File: src/rtl/can_rxalloc_pkg.sv
package can_rxalloc_pkg;
  localparam int unsigned CAN_ID_W   = 29;
  localparam int unsigned CAN_LEN_W  = 4;
  localparam int unsigned CAN_DATA_W = 64;

  typedef struct packed {
    logic [CAN_ID_W-1:0]   ident;
    logic                  ext;
    logic                  rmt;
    logic [CAN_LEN_W-1:0]  len;
    logic [CAN_DATA_W-1:0] payload;
  } can_frame_t;
endpackage

File: src/rtl/rxa_capture.sv
module rxa_capture
  import can_rxalloc_pkg::*;
#(
  parameter int unsigned NUM_BUF = 16
) (
  input  logic               clk,
  input  logic               rst_n,
  input  logic               frame_done,
  input  logic [NUM_BUF-1:0] acc_hit,
  input  logic [NUM_BUF-1:0] buf_en,
  input  can_frame_t         frame_in,
  output logic               snap_vld,
  output logic [NUM_BUF-1:0] snap_elig,
  output can_frame_t         snap_frame
);
  logic               vld_d;
  logic [NUM_BUF-1:0] elig_d;
  can_frame_t         frame_d;

  // hit and enable are sampled in one edge, so they form a single coherent view
  always_comb begin
    vld_d   = frame_done;
    elig_d  = frame_done ? (acc_hit & buf_en) : '0;
    frame_d = frame_done ? frame_in : snap_frame;
  end

  always_ff @(posedge clk or negedge rst_n) begin
    if (!rst_n) begin
      snap_vld   <= 1'b0;
      snap_elig  <= '0;
      snap_frame <= '0;
    end else begin
      snap_vld   <= vld_d;
      snap_elig  <= elig_d;
      snap_frame <= frame_d;
    end
  end
endmodule

File: src/rtl/rxa_pick.sv
module rxa_pick #(
  parameter int unsigned NUM_BUF = 16,
  parameter int unsigned IDX_W   = $clog2(NUM_BUF)
) (
  input  logic [NUM_BUF-1:0] elig,
  output logic               any,
  output logic [IDX_W-1:0]   win_idx,
  output logic [NUM_BUF-1:0] win_vec
);
  always_comb begin
    any     = |elig;
    win_idx = '0;
    for (int i = NUM_BUF - 1; i >= 0; i--) begin
      if (elig[i]) win_idx = IDX_W'(i);
    end
  end

  for (genvar g = 0; g < NUM_BUF; g++) begin : g_vec
    if (g == 0) begin : g_first
      assign win_vec[g] = elig[g];
    end else begin : g_rest
      assign win_vec[g] = elig[g] & ~(|elig[g-1:0]);
    end
  end
endmodule

File: src/rtl/rxa_store.sv
module rxa_store
  import can_rxalloc_pkg::*;
#(
  parameter int unsigned NUM_BUF = 16,
  parameter int unsigned IDX_W   = $clog2(NUM_BUF)
) (
  input  logic               clk,
  input  logic [NUM_BUF-1:0] wr_vec,
  input  can_frame_t         wr_frame,
  input  logic [IDX_W-1:0]   rd_sel,
  output can_frame_t         rd_frame
);
  can_frame_t mem [NUM_BUF];

  // storage carries no reset: contents are valid only behind a done flag
  always_ff @(posedge clk) begin
    for (int i = 0; i < NUM_BUF; i++) begin
      if (wr_vec[i]) mem[i] <= wr_frame;
    end
  end

  assign rd_frame = mem[rd_sel];
endmodule

File: src/rtl/rxa_flag_bank.sv
module rxa_flag_bank #(
  parameter int unsigned NUM_BUF = 16
) (
  input  logic               clk,
  input  logic               rst_n,
  input  logic [NUM_BUF-1:0] wr_vec,
  input  logic               wr_rmt,
  input  logic [NUM_BUF-1:0] clr_done,
  input  logic [NUM_BUF-1:0] clr_ovr,
  input  logic [NUM_BUF-1:0] clr_rmt,
  output logic [NUM_BUF-1:0] done_q,
  output logic [NUM_BUF-1:0] ovr_q,
  output logic [NUM_BUF-1:0] rmt_q
);
  logic [NUM_BUF-1:0] done_d;
  logic [NUM_BUF-1:0] ovr_d;
  logic [NUM_BUF-1:0] rmt_d;

  // set terms are OR-ed after the clear, so a set wins
  always_comb begin
    done_d = (done_q & ~clr_done) | wr_vec;
    ovr_d  = (ovr_q  & ~clr_ovr)  | (wr_vec & done_q);
    rmt_d  = (rmt_q  & ~clr_rmt)  | (wr_vec & {NUM_BUF{wr_rmt}});
  end

  always_ff @(posedge clk or negedge rst_n) begin
    if (!rst_n) begin
      done_q <= '0;
      ovr_q  <= '0;
      rmt_q  <= '0;
    end else begin
      done_q <= done_d;
      ovr_q  <= ovr_d;
      rmt_q  <= rmt_d;
    end
  end

  for (genvar g = 0; g < NUM_BUF; g++) begin : g_chk
    assert_done_rise_R5: assert property (@(posedge clk) disable iff (!rst_n)
      $rose(done_q[g]) |-> $past(wr_vec[g]));
    assert_set_wins_R10: assert property (@(posedge clk) disable iff (!rst_n)
      wr_vec[g] |=> done_q[g]);
    assert_clear_R10: assert property (@(posedge clk) disable iff (!rst_n)
      (clr_done[g] && !wr_vec[g]) |=> !done_q[g]);
    assert_ovr_rise_R6: assert property (@(posedge clk) disable iff (!rst_n)
      $rose(ovr_q[g]) |-> $past(wr_vec[g] && done_q[g]));
    assert_rmt_rise_R7: assert property (@(posedge clk) disable iff (!rst_n)
      $rose(rmt_q[g]) |-> $past(wr_vec[g] && wr_rmt));
  end
endmodule

File: src/rtl/can_rx_buf_alloc.sv
module can_rx_buf_alloc
  import can_rxalloc_pkg::*;
#(
  parameter int unsigned NUM_BUF = 16,
  parameter int unsigned IDX_W   = $clog2(NUM_BUF)
) (
  input  logic                  clk,
  input  logic                  rst_n,
  input  logic                  bufen_wr,
  input  logic [NUM_BUF-1:0]    bufen_wdata,
  output logic [NUM_BUF-1:0]    buf_en,
  input  logic                  frame_done,
  input  logic [NUM_BUF-1:0]    acc_hit,
  input  logic [CAN_ID_W-1:0]   rx_ident,
  input  logic                  rx_ext,
  input  logic                  rx_rmt,
  input  logic [CAN_LEN_W-1:0]  rx_len,
  input  logic [CAN_DATA_W-1:0] rx_payload,
  input  logic [NUM_BUF-1:0]    clr_done,
  input  logic [NUM_BUF-1:0]    clr_ovr,
  input  logic [NUM_BUF-1:0]    clr_rmt,
  output logic [NUM_BUF-1:0]    done_flags,
  output logic [NUM_BUF-1:0]    ovr_flags,
  output logic [NUM_BUF-1:0]    rmt_flags,
  output logic [IDX_W-1:0]      last_idx,
  input  logic [IDX_W-1:0]      rd_sel,
  output logic [CAN_ID_W-1:0]   rd_ident,
  output logic                  rd_ext,
  output logic                  rd_rmt,
  output logic [CAN_LEN_W-1:0]  rd_len,
  output logic [CAN_DATA_W-1:0] rd_payload
);
  can_frame_t         frame_in;
  can_frame_t         snap_frame;
  can_frame_t         rd_frame;
  logic               snap_vld;
  logic [NUM_BUF-1:0] snap_elig;
  logic               any_elig;
  logic [IDX_W-1:0]   win_idx;
  logic [NUM_BUF-1:0] win_vec;
  logic               commit;
  logic [NUM_BUF-1:0] wr_vec;
  logic [NUM_BUF-1:0] buf_en_d;
  logic [IDX_W-1:0]   last_idx_d;

  assign frame_in = '{ident: rx_ident, ext: rx_ext, rmt: rx_rmt,
                      len: rx_len, payload: rx_payload};

  rxa_capture #(.NUM_BUF(NUM_BUF)) u_capture (
    .clk        (clk),
    .rst_n      (rst_n),
    .frame_done (frame_done),
    .acc_hit    (acc_hit),
    .buf_en     (buf_en),
    .frame_in   (frame_in),
    .snap_vld   (snap_vld),
    .snap_elig  (snap_elig),
    .snap_frame (snap_frame)
  );

  rxa_pick #(.NUM_BUF(NUM_BUF), .IDX_W(IDX_W)) u_pick (
    .elig    (snap_elig),
    .any     (any_elig),
    .win_idx (win_idx),
    .win_vec (win_vec)
  );

  assign commit = snap_vld & any_elig;
  assign wr_vec = commit ? win_vec : '0;

  rxa_store #(.NUM_BUF(NUM_BUF), .IDX_W(IDX_W)) u_store (
    .clk      (clk),
    .wr_vec   (wr_vec),
    .wr_frame (snap_frame),
    .rd_sel   (rd_sel),
    .rd_frame (rd_frame)
  );

  rxa_flag_bank #(.NUM_BUF(NUM_BUF)) u_flags (
    .clk      (clk),
    .rst_n    (rst_n),
    .wr_vec   (wr_vec),
    .wr_rmt   (snap_frame.rmt),
    .clr_done (clr_done),
    .clr_ovr  (clr_ovr),
    .clr_rmt  (clr_rmt),
    .done_q   (done_flags),
    .ovr_q    (ovr_flags),
    .rmt_q    (rmt_flags)
  );

  always_comb begin
    buf_en_d   = bufen_wr ? bufen_wdata : buf_en;
    last_idx_d = commit ? win_idx : last_idx;
  end

  always_ff @(posedge clk or negedge rst_n) begin
    if (!rst_n) begin
      buf_en   <= '0;
      last_idx <= '0;
    end else begin
      buf_en   <= buf_en_d;
      last_idx <= last_idx_d;
    end
  end

  assign rd_ident   = rd_frame.ident;
  assign rd_ext     = rd_frame.ext;
  assign rd_rmt     = rd_frame.rmt;
  assign rd_len     = rd_frame.len;
  assign rd_payload = rd_frame.payload;

  logic [NUM_BUF-1:0] below_win;
  assign below_win = (NUM_BUF'(1) << win_idx) - NUM_BUF'(1);

  assert_enabled_hit_R4: assert property (@(posedge clk) disable iff (!rst_n)
    commit |-> |($past(buf_en & acc_hit) & win_vec));
  assert_lowest_wins_R3: assert property (@(posedge clk) disable iff (!rst_n)
    commit |-> (($past(buf_en & acc_hit) & below_win) == '0));
  assert_pick_agree_R3: assert property (@(posedge clk) disable iff (!rst_n)
    commit |-> (win_vec == (NUM_BUF'(1) << win_idx)));
  assert_quiet_R8: assert property (@(posedge clk) disable iff (!rst_n)
    !commit |=> $stable(last_idx));
  assert_one_write_R5: assert property (@(posedge clk) disable iff (!rst_n)
    $onehot0(wr_vec));
  assert_mask_write_R11: assert property (@(posedge clk) disable iff (!rst_n)
    bufen_wr |=> (buf_en == $past(bufen_wdata)));
endmodule

File: config.mk
export PLATFORM = sky130hd
export DESIGN_NAME = can_rx_buf_alloc
export DESIGN_NICKNAME = d
export VERILOG_FILES = /design/src/rtl/can_rxalloc_pkg.sv /design/src/rtl/rxa_capture.sv /design/src/rtl/rxa_pick.sv /design/src/rtl/rxa_store.sv /design/src/rtl/rxa_flag_bank.sv /design/src/rtl/can_rx_buf_alloc.sv
export SDC_FILE = /design/constraint.sdc
export NUM_CORES = 1
export LEC_CHECK = 0
export BUFFER_PORTS_ARGS = -buffer_cell sky130_fd_sc_hd__buf_2
export CORE_MARGIN = 5
export CORE_UTILIZATION = 40
export CTS_BUF_LIST = sky130_fd_sc_hd__clkbuf_4
export CTS_CLUSTER_DIAMETER = 150
export DETAILED_ROUTE_END_ITERATION = 16
export PLACE_DENSITY = 0.57
export SKIP_CTS_REPAIR_TIMING = 1
export SLEW_MARGIN = 0
export SYNTH_ARGS = -nofsm -noshare
export SYNTH_HDL_FRONTEND = slang
export SYNTH_SLANG_ARGS = --single-unit
File: constraint.sdc
create_clock -name clk -period 34.1 [get_ports clk]
set_input_delay 3.41 -clock clk [delete_from_list [all_inputs] [get_ports clk]]
set_output_delay 3.41 -clock clk [all_outputs]
set_load 0.01 [all_outputs]
# Word-level counts from Yosys, hierarchy flattened
# Memories as Yosys holds them, arrays and structs flattened.
# Cells that the tools add are included.
# op_classes
bitwise,43
n_mux,95
reduce_logical,30
# ops
cell,count
99-bit two-way mux,15
99-bit OR reduction,15
4-bit two-way mux,31
16-bit AND,6
16-bit NOT,3
16-bit bitwise OR,3
1-bit two-way mux,47
16-bit two-way mux,2
1-bit AND,16
16-bit OR reduction,1
1-bit NOT,15
15-bit OR reduction,1
14-bit OR reduction,1
13-bit OR reduction,1
12-bit OR reduction,1
11-bit OR reduction,1
10-bit OR reduction,1
9-bit OR reduction,1
8-bit OR reduction,1
7-bit OR reduction,1
6-bit OR reduction,1
5-bit OR reduction,1
4-bit OR reduction,1
3-bit OR reduction,1
2-bit OR reduction,1
# word_totals
ram_bits,1584
mem_count,1
elab_cells,181
inputBits,187
regBits,184
out_inout_bits,167
# memory_table
name,depth,word_bits,rd,rd_ports_with_merged_regs,write_ports,line,source
u_store.mem,16,99,1,0,1,rxa_store.sv:13,can_frame_t mem [NUM_BUF];

# Depth between registers and ports, before layout
# logic_depth
ltp_word,22
depth_mapped,5
ltp_nobuf,4

# Cells and area by module
# Synthesis repeated with hierarchy kept, for this count alone.
# hier_totals
cells_unflattened,2947
area_unflattened_um2,66537.6
# by_module_without_submodules
mod,cells_per_inst,n_inst,seq_area_each_um2,area_each_um2
rxa_store,2412,1,47565.6,59087.9
rxa_capture,244,1,2902.8,4347.9
rxa_flag_bank,178,1,1201.2,1841.8
can_rx_buf_alloc,61,1,500.5,915.9
rxa_pick,52,1,0.0,344.1

# Least setup slack after synthesis
# No wires, ideal clock.
# synth_timing
path_kind,reg-to-reg
start,reg u_capture.snap_vld
end,"mem u_store.mem[3][0] (netlist name), enable pin"
setup_time_ns,0.846
arrival_time_ns,11.076
setup_slack_ns,22.178
synth_period_minus_slack_ns,11.922
path_buffers,0
required_time_ns,33.254
stages_incl_launch_ff,3
cell_sequence,dfrtp_1 > clkinv_1 > nor4b_1
# synth_between
elab_cells_between_ends,79
cone_classes,mux: 63; bitwise: 1; reduce/logical: 15
# synth_lines
item,line,source
"start, declared",rxa_capture.sv:12,"output logic snap_vld,"
"start signal, assigned",rxa_capture.sv:33,snap_vld <= vld_d;
1-bit AND (*),can_rx_buf_alloc.sv:68,assign commit = snap_vld & any_elig;
16-bit two-way mux (*),can_rx_buf_alloc.sv:69,assign wr_vec = commit ? win_vec : '0;
via u_flags.wr_vec[3],rxa_flag_bank.sv:6,"input logic [NUM_BUF-1:0] wr_vec,"
1-bit two-way mux (*),rxa_store.sv:18,if (wr_vec[i]) mem[i] <= wr_frame;
1-bit two-way mux (not written as such) (*),rxa_store.sv:18,
99-bit OR reduction (no source line),n/a,
4-bit two-way mux (no source line) or 1-bit two-way mux (tied branches) (13 in series),n/a,
"end, declared",rxa_store.sv:13,
# The timed path passes the listed nets; every way through them passes the cells marked *.

# Final worst setup path
# layout_timing
start,in rd_sel[1]
end,out rd_ident[17]
# layout_between
elab_chain_cells,1
# layout_lines
item,line,source
"start, declared",can_rx_buf_alloc.sv:26,"input logic [IDX_W-1:0] rd_sel,"
memory read 16 x 99 bit,n/a,
"end, declared",can_rx_buf_alloc.sv:27,"output logic [CAN_ID_W-1:0] rd_ident,"
# Every way passes these cells.

==> results.md <==
- The run finished with clean final reports.
- The power density over cell area is just under 60 mW/mm^2.
- The startpoint of the most critical hold path is u_flags.done_q[3].
- For this block, the routed nets add up to 162000 um of wire.
- The count of cell types in the netlist is 43.
- The via count of the first global-routing pass is about 35000.
- The number of buffer cells added on primary ports is 353.
- For this run, design rule violations remaining after detail routing come to 0.
- The maximum number of pins on one net before global-route repair is 127.
- The worst flop-to-flop path endpoint is u_store.mem[5][67].
- For this design, the slowest cell found on the critical path is buf_4.
- The tightest min-delay check is of the reg2reg type.
- The arrival time reported for the critical path endpoint is 7.91 ns.
- Synthesis inferred 1768 register bits.
- The worst hold path endpoint is u_flags.done_q[3].
- The reg-to-reg critical path startpoint is u_capture.snap_elig[0].
- Max-cap violations in this run came to 0.
- Relative to the synthesized area, the layout overhead comes to 15.3%.
- Across the VDD grid, the largest voltage drop is 0.0000341 V.
- Before antenna repair, the detailed router went through 5 iterations.
- The number of buffer and inverter stages on the critical path is 5.
- The number of nets in the synthesized netlist is 2881.
- The number of fill cells is ~14000.
- In the final layout, the multi-input gates occupy 0.0134 sq mm.
- The relative slew slack is 16.1%.
- The overall via count from detail_route is 31900.
- The worst path needs about 11 ns of the cycle, external delays included.
- The sequential-to-total area share from yosys stat is about 79%.
- Counting the buffers created by CTS gives between 400 and 500.
- TritonCTS built the clock tree.
- In the final layout, the share of cells above drive strength 1 is 45.6%.
- The root buffer cell is clkbuf_4.
- The worst-case clock buffer depth is 4.
- 354 I/O pins were placed.
- The first-pass GRT wire length is 236000 um.
- Of all flip-flops after synthesis, the portion carrying an async set or reset was 10.4%.
- The routed wire length per instance is 27.1 um.
- The transition time at the pin with the least slew margin is around 1.3 ns.
- CTS built an H-tree with a depth of 5.
- The number of DRC violations after detailed-routing iteration 0 is roughly 2900.
- The core area is 0.165 sq mm.
- The count of synthesis-stage warnings from yosys is 0.
- The antenna violation net count after detailed routing is 0.
- Synthesis handed over a netlist of 2694 instances.
- The delay of the slowest cell on the worst path is 0.92 ns.
- The initial utilization of the core area, before any placement, comes to 40.2%.
- The cell seen most often among critical-path stages is buf_4.
- The row count is about 150.
- Routability-driven placement finished with a final weighted congestion of 0.781.
- The total overflow left after global routing is 0.
- The leakage power total is 26.0 nW.
- Global routing used between 10% and 20% of the available tracks across all layers.
- Dividing the final minimum period by the clock period gives 33.2%.
- The final setup violation count is 0.
- In this run, synthesis inferred 1584 flip-flops with an integrated enable.
- CTS saw 1768 sinks.
- At the later pin of the worst-skew pair, clock insertion delay measures 1.39 ns.
- The worst register-to-register path has a setup slack of 30.00 ns.
- The layout net count is 3619.
- Measured on the finished design, the core utilization comes to 46.4%.
- The start-to-end type of the worst setup path is in2out.
- The synthesized area per cell is 24.6 sq um.
- In this design, the largest share of critical-path delay is due to buffers and inverters.
- For this run, the leading register cell type out of synthesis is edfxtp_1.
- Global routing consumed, on the met2 layer, 31.1% of the routing resources.
- Using the TritonRoute via totals, the vias-per-cell ratio works out to roughly 5.3.
- The kind of end point of the critical path is an output pin.
- The startpoint type of the worst setup path is a primary input.
- The die extent in y is 417 um.
- The global routing stage identified its most utilized layer as met2.
- The worst-case clock skew is 0.173 ns.
- The biggest fanout along the worst timing path is 99.
- The final hold violation count is 0.
- The cell area after layout is 0.0765 sq mm.
- The cell area after placement is 0.0708 sq mm.
- The initial antenna violation count was 17.
- The achievable clock frequency is just under 90 MHz.
- The clock transition at the register clock pins on the worst setup and hold paths after CTS is 0.05 ns.
- The signal on the critical path passes through buf_8, buf_4, buf_4, buf_4, mux4_2, mux4_2, buf_2.
- Setup repair after global routing left no endpoint under its margin.
- Global routing used 24.5% of the available met1 tracks.
- The die is 417 um wide.
- The number of max-slew violations in the final report is 0.
- The routing usage on met3 is 5.00%.
- The total negative slack for setup checks is 0 ns.
- The number of cells on the worst hold path is 1.
- Summing every instance area after synthesis gives approximately 0.066 sq mm.
- The post-detailed-placement half-perimeter wirelength is 82500 um.
- Measured in cells, the most critical reg-to-reg path has a length of 5.
- The die covers between 0.15 and 0.2 sq mm.
- Across the whole layout, storage elements account for 0.0522 sq mm.
- For the worst setup path, the data required time is approximately 30 ns.
[cell type report]
cell class              instances  share of cell area, %
repair buffers                408                   2.95
clock inverters               170                   1.10
inverters                      54                  0.278
well taps                    2189                   3.58
multi-input cells             745                   17.5
flip-flops and latches       1768                   68.2
clock buffers                 647                   6.35
diodes                         13                 0.0425
[sequential cells by signal, summed over array words and instances, names as in the netlist]
name,cells
u_capture.snap_frame,99
u_store.mem,1584
u_flags.rmt_q,16
u_flags.ovr_q,16
u_capture.snap_vld,1
last_idx,4
buf_en,16
u_capture.snap_elig,16
u_flags.done_q,16
[placed cells by master, fill, tap and decap left out, types with 2 or more instances in the layout]
master,n
and3_4,3
inv_1,51
buf_8,3
a221oi_1,2
edfxtp_1,1584
and3b_4,2
inv_2,7
nand2b_1,3
diode_2,13
buf_6,2
o21ai_0,13
nor2_1,11
a21o_1,14
clkinv_2,30
buf_12,2
nor4_4,2
o21ai_1,4
nand2_1,14
or4_1,4
buf_4,53
dfrtp_1,184
o22ai_1,4
clkinv_1,125
nor4_1,3
mux2_2,114
a22o_1,16
buf_2,347
inv_6,2
clkbuf_4,647
and3_1,16
mux4_2,495
and2_4,3
bufinv_16,6
a21oi_1,5
clkinvlp_4,3
[worst max-delay path by stage]
stage                                  start                 to  slack [ns]  cells after the start
after floorplan           u_capture.snap_vld  u_store.mem[3][0]       22.18                      2
after global routing               rd_sel[0]     rd_payload[26]       22.35                      7
after CTS                          rd_sel[0]     rd_payload[32]       22.62                      7
final                              rd_sel[1]       rd_ident[17]       22.78                      7
after global placement             rd_sel[0]     rd_payload[26]       22.72                      7
after detailed placement           rd_sel[0]     rd_payload[32]       22.61                      7
[metrics by stage]
step / power, mW / instances / setup WS (ns) / hold WS, ns
after floorplan: 2.68 / 2694 / 22.18 / 0.496
after global placement: 2.78 / 5164 / 22.72 / 0.479
final: 4.50 / 5994 / 22.78 / 0.503
after CTS: 4.58 / 5981 / 22.62 / 0.510
after global routing: 4.72 / 5991 / 22.35 / 0.523
after detailed placement: 2.80 / 5164 / 22.61 / 0.490
[cells in the mapped netlist (all sizes together), types with 3 or more instances]
master  count  area, sq um
and3       19          119
or4         4         30.0
clkbuf     65          244
dfrtp     184         4600
buf        62          427
a21o       14          105
inv        53          199
a21oi       5         25.0
o22ai       4         25.0
o21ai      17         85.1
mux2      114         1280
and2        3         18.8
nor2       11         41.3
nand2      14         52.6
nand2b      3         18.8
a22o       16          140
nor4        6         56.3
edfxtp   1584        47600
mux4      495        11100
[worst reg2reg max path: stages (launching register included)]
cell	delay [ns]
dfrtp_1	0.46
or4_1	0.69
nor4b_4	0.25
buf_4	0.60
buf_4	0.88
buf_4	0.78
[layer usage]
metal / up-vias / share of wire (%) / wire length [um]
met5: - / 0.040 / 65
met4: 10 / 1.8 / 2970
met3: 246 / 7.0 / 11400
met2: 1287 / 50 / 81800
met1: 17000 / 41 / 66200
li1: 13300 / - / -
[power by group]
group	switching (mW)	internal [mW]	leakage (nW)
Clock	0.839	0.920	3.40
Sequential	0.0623	2.44	16.6
Combinational	0.128	0.109	6.04
Total	1.03	3.47	26.0
[cells by family after synthesis]
logic type             Yosys count  share of synthesized area [%]
buffers and inverters          181                           1.32
flip-flops                    1768                           78.6
multiplexers                   609                           18.7
AND/OR/NAND/NOR                 73                          0.671
AO/OA/AOI/OAI                   63                          0.660
Power figures use the tool's default switching activity.
